File: config.mk
export PLATFORM = sky130hd
export DESIGN_NAME = cordic_engine
export DESIGN_NICKNAME = d
export VERILOG_FILES = /design/src/rtl/cordic_pkg.sv /design/src/rtl/cordic_prep.sv /design/src/rtl/cordic_urot.sv /design/src/rtl/cordic_post.sv /design/src/rtl/cordic_engine.sv
export SDC_FILE = /design/constraint.sdc
export NUM_CORES = 1
export LEC_CHECK = 0
export BUFFER_PORTS_ARGS = -buffer_cell sky130_fd_sc_hd__buf_2
export CAP_MARGIN = 0
export CORE_MARGIN = 5
export CORE_UTILIZATION = 60
export CTS_BUF_LIST = sky130_fd_sc_hd__clkbuf_8
export CTS_CLUSTER_SIZE = 24
export DETAILED_ROUTE_END_ITERATION = 16
export GPL_TIMING_DRIVEN = 0
export PLACE_DENSITY = 0.8
export SLEW_MARGIN = 10
export SYNTH_ARGS = -nofsm -noshare
export SYNTH_HDL_FRONTEND = slang
export SYNTH_SLANG_ARGS = --single-unit
File: constraint.sdc
create_clock -name clk_i -period 6.55 [get_ports clk_i]
set_input_delay 0.3275 -clock clk_i [delete_from_list [all_inputs] [get_ports clk_i]]
set_output_delay 0.3275 -clock clk_i [all_outputs]
set_load 0.02 [all_outputs]
File: src/rtl/cordic_pkg.sv
package cordic_pkg;
  localparam int AW = 16;      // angle width, 2**(AW-3) = pi/4
  localparam int ZW = AW + 2;  // internal angle width

  typedef enum logic [1:0] {ST_IDLE, ST_RUN, ST_DONE} state_e;

  function automatic int iter_count(input int bs);
    return (bs == 3) ? 11 : 8;
  endfunction

  function automatic int roll_count(input int bs);
    return (bs == 3) ? 17 : 15;
  endfunction

  // atan(2^-s) in angle units
  function automatic logic signed [ZW-1:0] circ_angle(input int s);
    case (s)
      0:  return ZW'(8192);
      1:  return ZW'(4836);
      2:  return ZW'(2555);
      3:  return ZW'(1297);
      4:  return ZW'(651);
      5:  return ZW'(326);
      6:  return ZW'(163);
      7:  return ZW'(81);
      8:  return ZW'(41);
      9:  return ZW'(20);
      10: return ZW'(10);
      default: return '0;
    endcase
  endfunction

  // atanh(2^-s) in angle units
  function automatic logic signed [ZW-1:0] hyp_angle(input int s);
    case (s)
      1:  return ZW'(5729);
      2:  return ZW'(2664);
      3:  return ZW'(1311);
      4:  return ZW'(653);
      5:  return ZW'(326);
      6:  return ZW'(163);
      7:  return ZW'(81);
      8:  return ZW'(41);
      9:  return ZW'(20);
      10: return ZW'(10);
      default: return '0;
    endcase
  endfunction
endpackage

File: src/rtl/cordic_prep.sv
module cordic_prep
  import cordic_pkg::*;
#(
  parameter int W  = 16,
  parameter int GB = 3,
  parameter int DW = W + 2 + GB
) (
  input  logic                 traj_i,
  input  logic                 mode_i,
  input  logic signed [W-1:0]  x_i,
  input  logic signed [W-1:0]  y_i,
  input  logic [AW-1:0]        z_i,
  output logic signed [DW-1:0] x_o,
  output logic signed [DW-1:0] y_o,
  output logic signed [ZW-1:0] z_o,
  output logic [2:0]           oct_o
);
  localparam logic [AW-3:0] PI4 = (AW-2)'(1 << (AW-3));

  logic          fold;
  logic [2:0]    oct_raw;
  logic [AW-4:0] rem;
  logic [AW-3:0] psi;
  logic signed [DW-1:0] xe, ye;

  always_comb begin
    fold    = traj_i & ~mode_i;
    oct_raw = z_i[AW-1:AW-3];
    rem     = z_i[AW-4:0];
    // odd octant: rotate by pi/4 - rem on the reflected vector
    psi     = oct_raw[0] ? (PI4 - {1'b0, rem}) : {1'b0, rem};
    xe      = {{(DW-W){x_i[W-1]}}, x_i} <<< GB;
    ye      = {{(DW-W){y_i[W-1]}}, y_i} <<< GB;
    x_o     = xe;
    y_o     = (fold && oct_raw[0]) ? -ye : ye;
    z_o     = fold ? {{(ZW-AW+2){1'b0}}, psi} : {{(ZW-AW){z_i[AW-1]}}, z_i};
    oct_o   = fold ? oct_raw : 3'd0;
  end
endmodule

File: src/rtl/cordic_urot.sv
module cordic_urot
  import cordic_pkg::*;
#(
  parameter int DW = 21,
  parameter int CW = 4
) (
  input  logic                 traj_i,
  input  logic                 mode_i,
  input  logic [CW-1:0]        k_i,
  input  logic signed [DW-1:0] x_i,
  input  logic signed [DW-1:0] y_i,
  input  logic signed [ZW-1:0] z_i,
  output logic signed [DW-1:0] x_o,
  output logic signed [DW-1:0] y_o,
  output logic signed [ZW-1:0] z_o
);
  localparam int NS = 2 ** CW;

  logic signed [DW-1:0] shx [NS];
  logic signed [DW-1:0] shy [NS];

  // fixed-amount shift copies; the iteration index only selects one
  for (genvar s = 0; s < NS; s++) begin : g_sh
    assign shx[s] = x_i >>> s;
    assign shy[s] = y_i >>> s;
  end

  logic [CW-1:0]        sh;
  logic                 pos;
  logic signed [DW-1:0] tx, ty;
  logic signed [ZW-1:0] ang;

  always_comb begin
    // hyperbolic: 1,2,3,4,4,5,...
    sh  = traj_i ? k_i : ((k_i < CW'(4)) ? k_i + CW'(1) : k_i);
    ang = traj_i ? circ_angle(int'(sh)) : hyp_angle(int'(sh));
    pos = mode_i ? y_i[DW-1] : ~z_i[ZW-1];
    tx  = shy[sh];
    ty  = shx[sh];
    if (traj_i) x_o = pos ? x_i - tx : x_i + tx;
    else        x_o = pos ? x_i + tx : x_i - tx;
    y_o = pos ? y_i + ty : y_i - ty;
    z_o = pos ? z_i - ang : z_i + ang;
  end
endmodule

File: src/rtl/cordic_post.sv
module cordic_post #(
  parameter int W  = 16,
  parameter int GB = 3,
  parameter int DW = W + 2 + GB
) (
  input  logic [2:0]           oct_i,
  input  logic signed [DW-1:0] x_i,
  input  logic signed [DW-1:0] y_i,
  output logic signed [W-1:0]  x_o,
  output logic signed [W-1:0]  y_o
);
  localparam logic signed [DW-1:0] VMAX = DW'((1 << (W-1)) - 1);
  localparam logic signed [DW-1:0] VMIN = -VMAX - DW'(1);

  logic signed [DW-1:0] yr, xa, ya, xs, ys;
  logic [2:0] qs;
  logic unused_frac;

  always_comb begin
    yr = oct_i[0] ? -y_i : y_i;
    qs = oct_i + 3'd1;  // quarter turns = (oct+1)>>1
    case (qs[2:1])
      2'd0: begin xa = x_i;  ya = yr;   end
      2'd1: begin xa = -yr;  ya = x_i;  end
      2'd2: begin xa = -x_i; ya = -yr;  end
      default: begin xa = yr; ya = -x_i; end
    endcase
    xs  = xa >>> GB;
    ys  = ya >>> GB;
    x_o = (xs > VMAX) ? VMAX[W-1:0] : (xs < VMIN) ? VMIN[W-1:0] : xs[W-1:0];
    y_o = (ys > VMAX) ? VMAX[W-1:0] : (ys < VMIN) ? VMIN[W-1:0] : ys[W-1:0];
  end

  assign unused_frac = ^{xa[GB-1:0], ya[GB-1:0]};
endmodule

File: src/rtl/cordic_engine.sv
module cordic_engine
  import cordic_pkg::*;
#(
  parameter int W           = 16,
  parameter int BASIC_SHIFT = 2,
  parameter int GB          = 3
) (
  input  logic                clk_i,
  input  logic                rst_ni,
  input  logic                start_i,
  input  logic                traj_i,
  input  logic                mode_i,
  input  logic signed [W-1:0] x_i,
  input  logic signed [W-1:0] y_i,
  input  logic [AW-1:0]       z_i,
  output logic                ready_o,
  output logic                done_o,
  output logic signed [W-1:0] x_o,
  output logic signed [W-1:0] y_o,
  output logic [AW-1:0]       z_o
);
  localparam int N    = iter_count(BASIC_SHIFT);
  localparam int ROLL = roll_count(BASIC_SHIFT);
  localparam int CW   = $clog2(ROLL + 1);
  localparam int DW   = W + 2 + GB;
  localparam logic signed [ZW-1:0] PI4Z = ZW'(1 << (AW-3));

  state_e               state_q;
  logic [CW-1:0]        cnt_q, k_eff, last;
  logic signed [DW-1:0] x_q, y_q, pre_x, pre_y, nx, ny;
  logic signed [ZW-1:0] z_q, pre_z, nz;
  logic signed [W-1:0]  px, py;
  logic [2:0]           oct_q, pre_oct;
  logic                 traj_q, mode_q, done_q;

  cordic_prep #(.W(W), .GB(GB), .DW(DW)) u_prep (
    .traj_i(traj_i), .mode_i(mode_i), .x_i(x_i), .y_i(y_i), .z_i(z_i),
    .x_o(pre_x), .y_o(pre_y), .z_o(pre_z), .oct_o(pre_oct)
  );

  always_comb begin
    k_eff = (cnt_q < CW'(N)) ? cnt_q : CW'(N - 1);
    last  = mode_q ? CW'(ROLL) : CW'(N - 1);
  end

  cordic_urot #(.DW(DW), .CW(CW)) u_rot (
    .traj_i(traj_q), .mode_i(mode_q), .k_i(k_eff),
    .x_i(x_q), .y_i(y_q), .z_i(z_q),
    .x_o(nx), .y_o(ny), .z_o(nz)
  );

  cordic_post #(.W(W), .GB(GB), .DW(DW)) u_post (
    .oct_i(oct_q), .x_i(x_q), .y_i(y_q), .x_o(px), .y_o(py)
  );

  always_ff @(posedge clk_i or negedge rst_ni) begin
    if (!rst_ni) begin
      state_q <= ST_IDLE;
      cnt_q   <= '0;
      x_q     <= '0;
      y_q     <= '0;
      z_q     <= '0;
      oct_q   <= '0;
      traj_q  <= 1'b0;
      mode_q  <= 1'b0;
      done_q  <= 1'b0;
      x_o     <= '0;
      y_o     <= '0;
      z_o     <= '0;
    end else begin
      done_q <= 1'b0;
      case (state_q)
        ST_IDLE: if (start_i) begin
          x_q     <= pre_x;
          y_q     <= pre_y;
          z_q     <= pre_z;
          oct_q   <= pre_oct;
          traj_q  <= traj_i;
          mode_q  <= mode_i;
          cnt_q   <= '0;
          state_q <= ST_RUN;
        end
        ST_RUN: begin
          if (cnt_q < CW'(N)) begin
            x_q <= nx;
            y_q <= ny;
            z_q <= nz;
          end
          if (cnt_q == last) begin
            cnt_q   <= '0;
            state_q <= ST_DONE;
          end else begin
            cnt_q <= cnt_q + CW'(1);
          end
        end
        default: begin
          x_o     <= px;
          y_o     <= py;
          z_o     <= z_q[AW-1:0];
          done_q  <= 1'b1;
          state_q <= ST_IDLE;
        end
      endcase
    end
  end

  assign ready_o = (state_q == ST_IDLE);
  assign done_o  = done_q;

  a_r9_done_single: assert property (@(posedge clk_i) disable iff (!rst_ni)
    done_o |=> !done_o);

  a_r9_hold_results: assert property (@(posedge clk_i) disable iff (!rst_ni)
    !done_o |-> ($stable(x_o) && $stable(y_o) && $stable(z_o)));

  a_r2_op_locked: assert property (@(posedge clk_i) disable iff (!rst_ni)
    (state_q != ST_IDLE) |=> ($stable(traj_q) && $stable(mode_q) && $stable(oct_q)));

  a_r2_ready_at_done: assert property (@(posedge clk_i) disable iff (!rst_ni)
    done_o |-> ready_o);

  a_r8_cnt_range: assert property (@(posedge clk_i) disable iff (!rst_ni)
    (state_q == ST_RUN) |-> (cnt_q <= last));

  a_r4_fold_range: assert property (@(posedge clk_i) disable iff (!rst_ni)
    (start_i && ready_o && traj_i && !mode_i) |-> (!pre_z[ZW-1] && pre_z <= PI4Z));

  a_r5_no_fold_hyp: assert property (@(posedge clk_i) disable iff (!rst_ni)
    (start_i && ready_o && !traj_i) |=> (oct_q == 3'd0));
endmodule

==> run summary, run 1 <==
========================================================================================================
First-pass GRT wire length                                                                      77730 um
# Max-Cap Violations                                                                                   0
Average cell area after synthesis                                                             7.494 um^2
Post-Place Cells                                                                                    2232
Post-Syn Area                                                                               0.01382 mm^2
Min Clock Period, post-route                                                                    6.201 ns
Class of the tightest hold or removal check                                                 input pin to register
EDFF count, synth                                                                                      0
Main area contributors after synthesis                                                      sky130_fd_sc_hd__dfrtp_1, sky130_fd_sc_hd__ha_1, sky130_fd_sc_hd__nand2_1, sky130_fd_sc_hd__xnor2_1, sky130_fd_sc_hd__a21oi_1
Critical path launch point type                                                                 register
Post-CTS clock slew at the launch and capture registers of the worst setup and hold paths        0.10 ns
Average wire length per cell after detail routing                                               22.11 um
Final std cell area, no fill                                                                0.01521 mm^2
Leading register cell type out of synthesis                                                 sky130_fd_sc_hd__dfrtp_1
Seq. cell area                                                                              0.003003 mm^2
Number of H-tree levels                                                                                4
Multi-input logic area                                                                      0.01008 mm^2
Area leader, netlist                                                                        sky130_fd_sc_hd__dfrtp_1
# DRC                                                                                                  0
Number of DRC violations after detailed-routing iteration 0                                         1699
Number of max-slew violations in the final report                                                      0
Overflow after GRT                                                                                     0
Type of the worst setup path                                                                register to register
Count of clock tree sinks                                                                            120
Hold Fails Final Rpt                                                                                   0
Normalized max-slew margin                                                                        0.1840
Number of nets in the finished design                                                               2118
Proportion of netlist area held by the largest area contributor                                   0.2173
Maximum clock frequency                                                                       0.1613 GHz
Top Ports                                                                                            103
Placer congestion estimate                                                                         1.026
Crit path cell chain                                                                        buf_2, nor3b_1, mux2_2, inv_2, clkbuf_2, ha_1, nand2_1, a211oi_1, a31oi_1, ha_1, a21oi_1, ha_1, nor2b_1, o31a_1, o31ai_1, a21oi_1, a211oi_1, o31ai_1, a21oi_1, xnor2_1, mux2i_1, o21ai_0
Initial antenna violation count                                                                        0
Unrepaired setup endpoints after global routing                                                       no
Relative area change from synthesis to final layout                                               10.06%
Final core utilization                                                                            0.6717
Standard cell core area                                                                     0.02264 mm^2
DR vias                                                                                            14880
Post-Synthesis Net Count                                                                            1994
Root buf cell                                                                               sky130_fd_sc_hd__clkbuf_8
Largest net degree at the start of global routing                                                     77
Mapped Cells                                                                                        1844
Synth warn                                                                                             0
# diodes                                                                                               0
Worst-path cell with the longest stage delay                                                sky130_fd_sc_hd__mux2_2
Number of core rows                                                                                   55
Register area share after synthesis                                                               0.2173
Routed wire length                                                                              50080 um
Buffers & Inverters on Critical Path                                                                   3
Clk Latency, worst-skew pair                                                                     0.48 ns
Layout cells sized above 1                                                                        0.1081
Count of input and output buffers                                                                    102
Crit path capture type                                                                          register
Most common cell in the synthesized netlist                                                 sky130_fd_sc_hd__nand2_1
Outcome                                                                                     finished, final reports clean
CP delay by family, top                                                                     compound AO/OA/AOI/OAI gates
Part of the cycle the worst path needs                                                            0.9468
DPL Wire Length                                                                                 38280 um
Number of nets still failing antenna checks after routing                                              0
Placed cell area                                                                            0.01472 mm^2
Data required time at the worst endpoint                                                         6.88 ns
Finished Layout Cells                                                                               2265
Slew at the pin closest to its max-slew limit                                                   1.224 ns
Ranking of synthesized cells by instance count                                              sky130_fd_sc_hd__nand2_1, sky130_fd_sc_hd__nor2_1, sky130_fd_sc_hd__a21oi_1
Die height                                                                                      161.8 um
Max Buffers Root-to-Sink                                                                               2
Number of iterations in the first detailed-routing pass                                                6
Sum Neg Setup Slack                                                                                 0 ns
Count of cell types in the netlist                                                                    81
Total track usage                                                                                 0.3763
Fillers                                                                                             1964
Number of register bits inferred by synthesis                                                        120
Final Setup Violations                                                                                 0
Max FO, Critical Path                                                                                 13
Signal arrival time at the worst endpoint                                                        6.53 ns
Die Area                                                                                    0.02616 mm^2
Initial Utilization                                                                               0.6103
Average vias per placed instance                                                                   6.569
TritonCTS Buffers                                                                                     17
Worst clock skew                                                                              0.02667 ns
Max stage delay on crit path                                                                     0.47 ns
Clock tree from TritonCTS                                                                           done
Fraction of synthesis flops using an asynchronous set or reset pin                                 1.000
Via count of the first global-routing pass                                                         14040
Floorplan die width                                                                             161.8 um
========================================================================================================
[worst min-delay path: cells and delay by family]
kind / cells / cell delay, ns
buf+inv: 1 / 0.08
simple gates: 2 / 0.14
[through the flow]
step	hold WS [ns]	setup WS (ns)
floorplan	0.03191	1.264
global placement	0.4842	0.1699
detailed placement	0.2876	0.01274
CTS	0.1042	0.1096
global route	0.1128	0.01848
finish	0.1106	0.3485
[cells in the final DEF (no fill, tap or decap), types with 16 or more instances in the layout]
master	netlist	final
sky130_fd_sc_hd__a211oi_1	17	17
sky130_fd_sc_hd__a21o_1	22	22
sky130_fd_sc_hd__a21oi_1	164	164
sky130_fd_sc_hd__a31oi_1	22	22
sky130_fd_sc_hd__buf_2	9	111
sky130_fd_sc_hd__clkbuf_1	88	87
sky130_fd_sc_hd__clkbuf_8	0	18
sky130_fd_sc_hd__dfrtp_1	120	120
sky130_fd_sc_hd__ha_1	93	93
sky130_fd_sc_hd__inv_1	64	64
sky130_fd_sc_hd__mux2_2	30	30
sky130_fd_sc_hd__mux2i_1	63	63
sky130_fd_sc_hd__nand2_1	234	234
sky130_fd_sc_hd__nand2b_1	17	17
sky130_fd_sc_hd__nand3_1	30	30
sky130_fd_sc_hd__nor2_1	179	179
sky130_fd_sc_hd__nor2b_1	19	19
sky130_fd_sc_hd__nor3_1	44	44
sky130_fd_sc_hd__nor4_1	16	16
sky130_fd_sc_hd__o211ai_1	26	26
sky130_fd_sc_hd__o21a_1	19	19
sky130_fd_sc_hd__o21ai_0	137	137
sky130_fd_sc_hd__o31ai_1	38	38
sky130_fd_sc_hd__or3_1	18	18
sky130_fd_sc_hd__xnor2_1	96	96
sky130_fd_sc_hd__xor2_1	58	58
[registers in the layout, indices dropped and copies added, names as in the netlist, 3 cells and up]
| register | count |
|---|---|
| oct_q | 3 |
| z_o | 16 |
| x_o | 16 |
| y_o | 16 |
| z_q | 18 |
| x_q | 21 |
| cnt_q | 4 |
| y_q | 21 |
[logic make-up (layout without fill, tap and decap cells)]
family | Yosys count | in the layout | synth area share
flops | 120 | 120 | 0.2173
compound gates | 548 | 548 | 0.2485
simple gates | 641 | 641 | 0.2146
xor+xnor | 155 | 155 | 0.09879
buf+inv | 185 | 321 | 0.05315
mux | 98 | 98 | 0.07769
fa+ha+maj | 97 | 97 | 0.09000
[area by class of cell]
cell class / instances / area share
inverters: 66 / 0.01645
clock inverters: 13 / 0.01432
multi-input cells: 1539 / 0.6629
flip-flops and latches: 120 / 0.1975
well taps: 285 / 0.02345
clock buffers: 18 / 0.01629
repair buffers: 105 / 0.03694
plain buffers: 119 / 0.03225
[worst paths after layout]
kind / start / cells past startpoint / end / slack [ns]
max in group asynchronous: rst_ni / 3 / y_q[2]$_DFFE_PN0P_ / 5.43
min in group asynchronous: rst_ni / 2 / x_q[7]$_DFFE_PN0P_ / 0.33
max: cnt_q[2]$_DFFE_PN0P_ / 22 / z_q[17]$_DFFE_PN0P_ / 0.35
min reg2reg: y_o[15]$_DFFE_PN0P_ / 1 / y_o[15]$_DFFE_PN0P_ / 0.51
max reg2reg: cnt_q[2]$_DFFE_PN0P_ / 22 / z_q[17]$_DFFE_PN0P_ / 0.35
min: x_i[11] / 3 / x_q[14]$_DFFE_PN0P_ / 0.11
[repair_timing]
| action | CTS | global route |
|---|---|---|
| hold endpoints to repair | 44 | 0 |
| buffers inserted | 0 | 1 |
| pin swaps | 0 | 1 |
| setup endpoints to repair | 1 | 12 |
| hold buffers | 1 | 0 |
| gates resized for setup | 1 | 7 |
[per-layer routing]
metal | part of all wire | global-route usage | vias to the layer above
li1 | - | - | 6870
met1 | 0.40 | 0.4785 | 6997
met2 | 0.44 | 0.5925 | 802
met3 | 0.084 | 0.07156 | 210
met4 | 0.076 | 0.2330 | 0
met5 | 0 | 0 | -
Power of run 1 is left out: the tool's default activity adds up to more than one toggle a clock period on the data nets, which glitch-free logic cannot reach.
==> run 2, diff against run 1 <==
PLACE_DENSITY = 0.79   (was 0.8)
SYNTH_HIERARCHICAL = 1   (was unset)
==> run 2 against run 1 <==
  * Routed wire length is 5.8% higher
  * Critical path type unchanged
  * Sequential cell count is the same
  * Highest routed layer unchanged
  * Setup slack got worse by 0.13 ns
  * Area after synthesis up 21%
  * Register-to-register slack got worse by 0.13 ns
  * Non-clock buffer count grew 32
  * Final cell count is 9.1% higher
  * Largest cell class unchanged
==> run summary, run 2 <==
========================================================================================================
Relative area change from synthesis to final layout                                               10.95%
DR vias                                                                                            16110
Final std cell area, no fill                                                                0.01861 mm^2
Average cell area after synthesis                                                             8.589 um^2
# Max-Cap Violations                                                                                   0
Fraction of synthesis flops using an asynchronous set or reset pin                                 1.000
DPL Wire Length                                                                                 40640 um
Standard cell core area                                                                     0.02771 mm^2
Fillers                                                                                             2334
Top Ports                                                                                            103
Multi-input logic area                                                                      0.01292 mm^2
Mapped Cells                                                                                        1953
Initial Utilization                                                                               0.6054
Outcome                                                                                     finished, final reports clean
Maximum clock frequency                                                                       0.1579 GHz
Type of the worst setup path                                                                register to register
Layout cells sized above 1                                                                        0.2446
Min Clock Period, post-route                                                                    6.332 ns
Most common cell in the synthesized netlist                                                 sky130_fd_sc_hd__nand2_1
Via count of the first global-routing pass                                                         15470
Proportion of netlist area held by the largest area contributor                                   0.1790
Clock tree from TritonCTS                                                                           done
Placer congestion estimate                                                                        0.9855
Critical path launch point type                                                                 register
Die height                                                                                      177.2 um
Worst clock skew                                                                              0.02376 ns
Worst slack at placement                                                                       -1.230 ns
Main area contributors after synthesis                                                      sky130_fd_sc_hd__dfrtp_1, sky130_fd_sc_hd__mux2_4, sky130_fd_sc_hd__ha_1, sky130_fd_sc_hd__xnor2_1, sky130_fd_sc_hd__mux2i_1
Commonest cells after routing, fill and taps aside                                          sky130_fd_sc_hd__nand2_1, sky130_fd_sc_hd__a21oi_1, sky130_fd_sc_hd__o21ai_0
Slew at the pin closest to its max-slew limit                                                   1.157 ns
Post-Syn Area                                                                               0.01677 mm^2
Clk Latency, worst-skew pair                                                                     0.48 ns
Number of core rows                                                                                   61
EDFF count, synth                                                                                      0
Synth warn                                                                                             6
Average vias per placed instance                                                                   6.521
Final Setup Violations                                                                                 0
Number of register bits inferred by synthesis                                                        120
Number of H-tree levels                                                                                4
Count of clock tree sinks                                                                            120
Hold_ws                                                                                        0.1369 ns
Seq. cell area                                                                              0.003004 mm^2
# DRC                                                                                                  0
Count of cell types in the netlist                                                                   110
Class of the tightest hold or removal check                                                 input pin to register
Min setup slack post-route                                                                     0.2182 ns
Number of nets in the finished design                                                               2233
Register area share after synthesis                                                               0.1790
Number of nets still failing antenna checks after routing                                              0
First-pass GRT wire length                                                                      82980 um
Leading register cell type out of synthesis                                                 sky130_fd_sc_hd__dfrtp_1
Overflow after GRT                                                                                     0
Routed wire length                                                                              52970 um
Total track usage                                                                                 0.3292
Part of the cycle the worst path needs                                                            0.9667
Post-CTS clock slew at the launch and capture registers of the worst setup and hold paths        0.07 ns
# diodes                                                                                               0
Largest net degree at the start of global routing                                                     68
Hold Fails Final Rpt                                                                                   0
Root buf cell                                                                               sky130_fd_sc_hd__clkbuf_8
Initial antenna violation count                                                                        0
Biggest registers after layout                                                              x_q x21, y_q x21, z_q x18
TritonCTS Buffers                                                                                     17
Signal arrival time at the worst endpoint                                                        6.69 ns
Max FO, Critical Path                                                                                 10
Max Buffers Root-to-Sink                                                                               2
Final core utilization                                                                            0.6717
Average wire length per cell after detail routing                                               21.44 um
Placed cell area                                                                            0.01773 mm^2
Normalized max-slew margin                                                                        0.2215
Area leader, netlist                                                                        sky130_fd_sc_hd__dfrtp_1
Floorplan die width                                                                             177.2 um
Crit path capture type                                                                          register
Number of max-slew violations in the final report                                                      0
Count of input and output buffers                                                                     86
Number of iterations in the first detailed-routing pass                                                6
Number of DRC violations after detailed-routing iteration 0                                         1816
Most common cell after layout, fill and taps aside                                          sky130_fd_sc_hd__nand2_1
Data required time at the worst endpoint                                                         6.91 ns
Ranking of synthesized cells by instance count                                              sky130_fd_sc_hd__nand2_1, sky130_fd_sc_hd__a21oi_1, sky130_fd_sc_hd__o21ai_0
Die Area                                                                                    0.03140 mm^2
========================================================================================================
-- run 2: path summary, 6_finish.rpt --
kind	to	startpoint	slack (ns)	cells past startpoint
setup / recovery	x_q[19]$_DFFE_PN0P_	cnt_q[3]$_DFFE_PN0P_	0.22	24
hold / removal	traj_q$_DFFE_PN0P_	traj_i	0.14	2
setup reg to reg	x_q[19]$_DFFE_PN0P_	cnt_q[3]$_DFFE_PN0P_	0.22	24
hold reg to reg	x_o[0]$_DFFE_PN0P_	x_o[0]$_DFFE_PN0P_	0.50	1
max in group asynchronous	z_q[10]$_DFFE_PN0P_	rst_ni	5.45	3
min in group asynchronous	y_o[14]$_DFFE_PN0P_	rst_ni	0.38	2
-- run 2: worst max-delay path: stages (launching register included) --
cell and delay, ns:
sky130_fd_sc_hd__dfrtp_2 0.43, sky130_fd_sc_hd__or2_2 0.35, sky130_fd_sc_hd__ha_4 0.17, sky130_fd_sc_hd__clkbuf_1 0.25, sky130_fd_sc_hd__nand2b_4 0.19, sky130_fd_sc_hd__o21a_1 0.22
sky130_fd_sc_hd__buf_2 0.27, sky130_fd_sc_hd__clkbuf_4 0.24, sky130_fd_sc_hd__clkbuf_4 0.22, sky130_fd_sc_hd__clkbuf_4 0.23, sky130_fd_sc_hd__o21ai_0 0.12, sky130_fd_sc_hd__mux2i_1 0.29
sky130_fd_sc_hd__ha_1 0.29, sky130_fd_sc_hd__clkbuf_1 0.19, sky130_fd_sc_hd__and2_1 0.18, sky130_fd_sc_hd__a311o_1 0.35, sky130_fd_sc_hd__a2111oi_2 0.32, sky130_fd_sc_hd__o21ai_0 0.24
sky130_fd_sc_hd__a31o_2 0.32, sky130_fd_sc_hd__a41oi_1 0.29, sky130_fd_sc_hd__a21oi_1 0.16, sky130_fd_sc_hd__a31oi_1 0.23, sky130_fd_sc_hd__a22oi_1 0.13, sky130_fd_sc_hd__mux2_4 0.29
sky130_fd_sc_hd__mux2_4 0.25
-- run 2: repair_timing --
item                                    in CTS  in global routing
hold endpoints to repair                    53                  0
endpoints found under the setup margin      29                 17
pin swaps                                    3                 16
setup buffers                                2                 17
resized for setup                           53                 53
hold buffers                                 1                  0
-- run 2: metrics by stage --
| step | cells | setup TNS, ns |
|---|---|---|
| 3_5_place_dp | 2423 | -15.62 |
| 3_3_place_gp | 2422 | -14.55 |
| 5_1_grt | 2471 | -0.1210 |
| 2_1_floorplan | 1958 | 0 |
| 4_1_cts | 2455 | 0 |
| 6_report | 2471 | 0 |
-- run 2: kinds of logic (layout without fill, tap and decap cells) --
group	Yosys count	after routing	share of synthesized area
AOI/OAI and AO/OA	541	541	0.2123
xor gates and xnor gates	175	175	0.09138
and+or+nand+nor	521	521	0.1614
adders and majority gates	98	98	0.07489
DFF	120	120	0.1790
muxes	272	272	0.2106
other	2	7	0.0004477
buffers and inverters	224	359	0.06997
-- run 2: layer usage --
layer,track usage,vias to the layer above,routed length [um],share of wire
li1,-,7368,-,-
met1,0.4286,7763,21980,0.41
met2,0.5479,817,24710,0.47
met3,0.05106,166,3920,0.074
met4,0.1331,0,2355,0.044
met5,0,-,0,0
-- run 2: area by class of cell --
class | instances | area share
clock buffer | 20 | 0.01479
clock inverter | 10 | 0.004303
buffer | 149 | 0.05197
multi-input combinational | 1614 | 0.6942
inverter | 73 | 0.01472
sequential | 120 | 0.1614
tap | 378 | 0.02541
timing repair buffer | 107 | 0.03315
Power of run 2 is left out for the same reason.
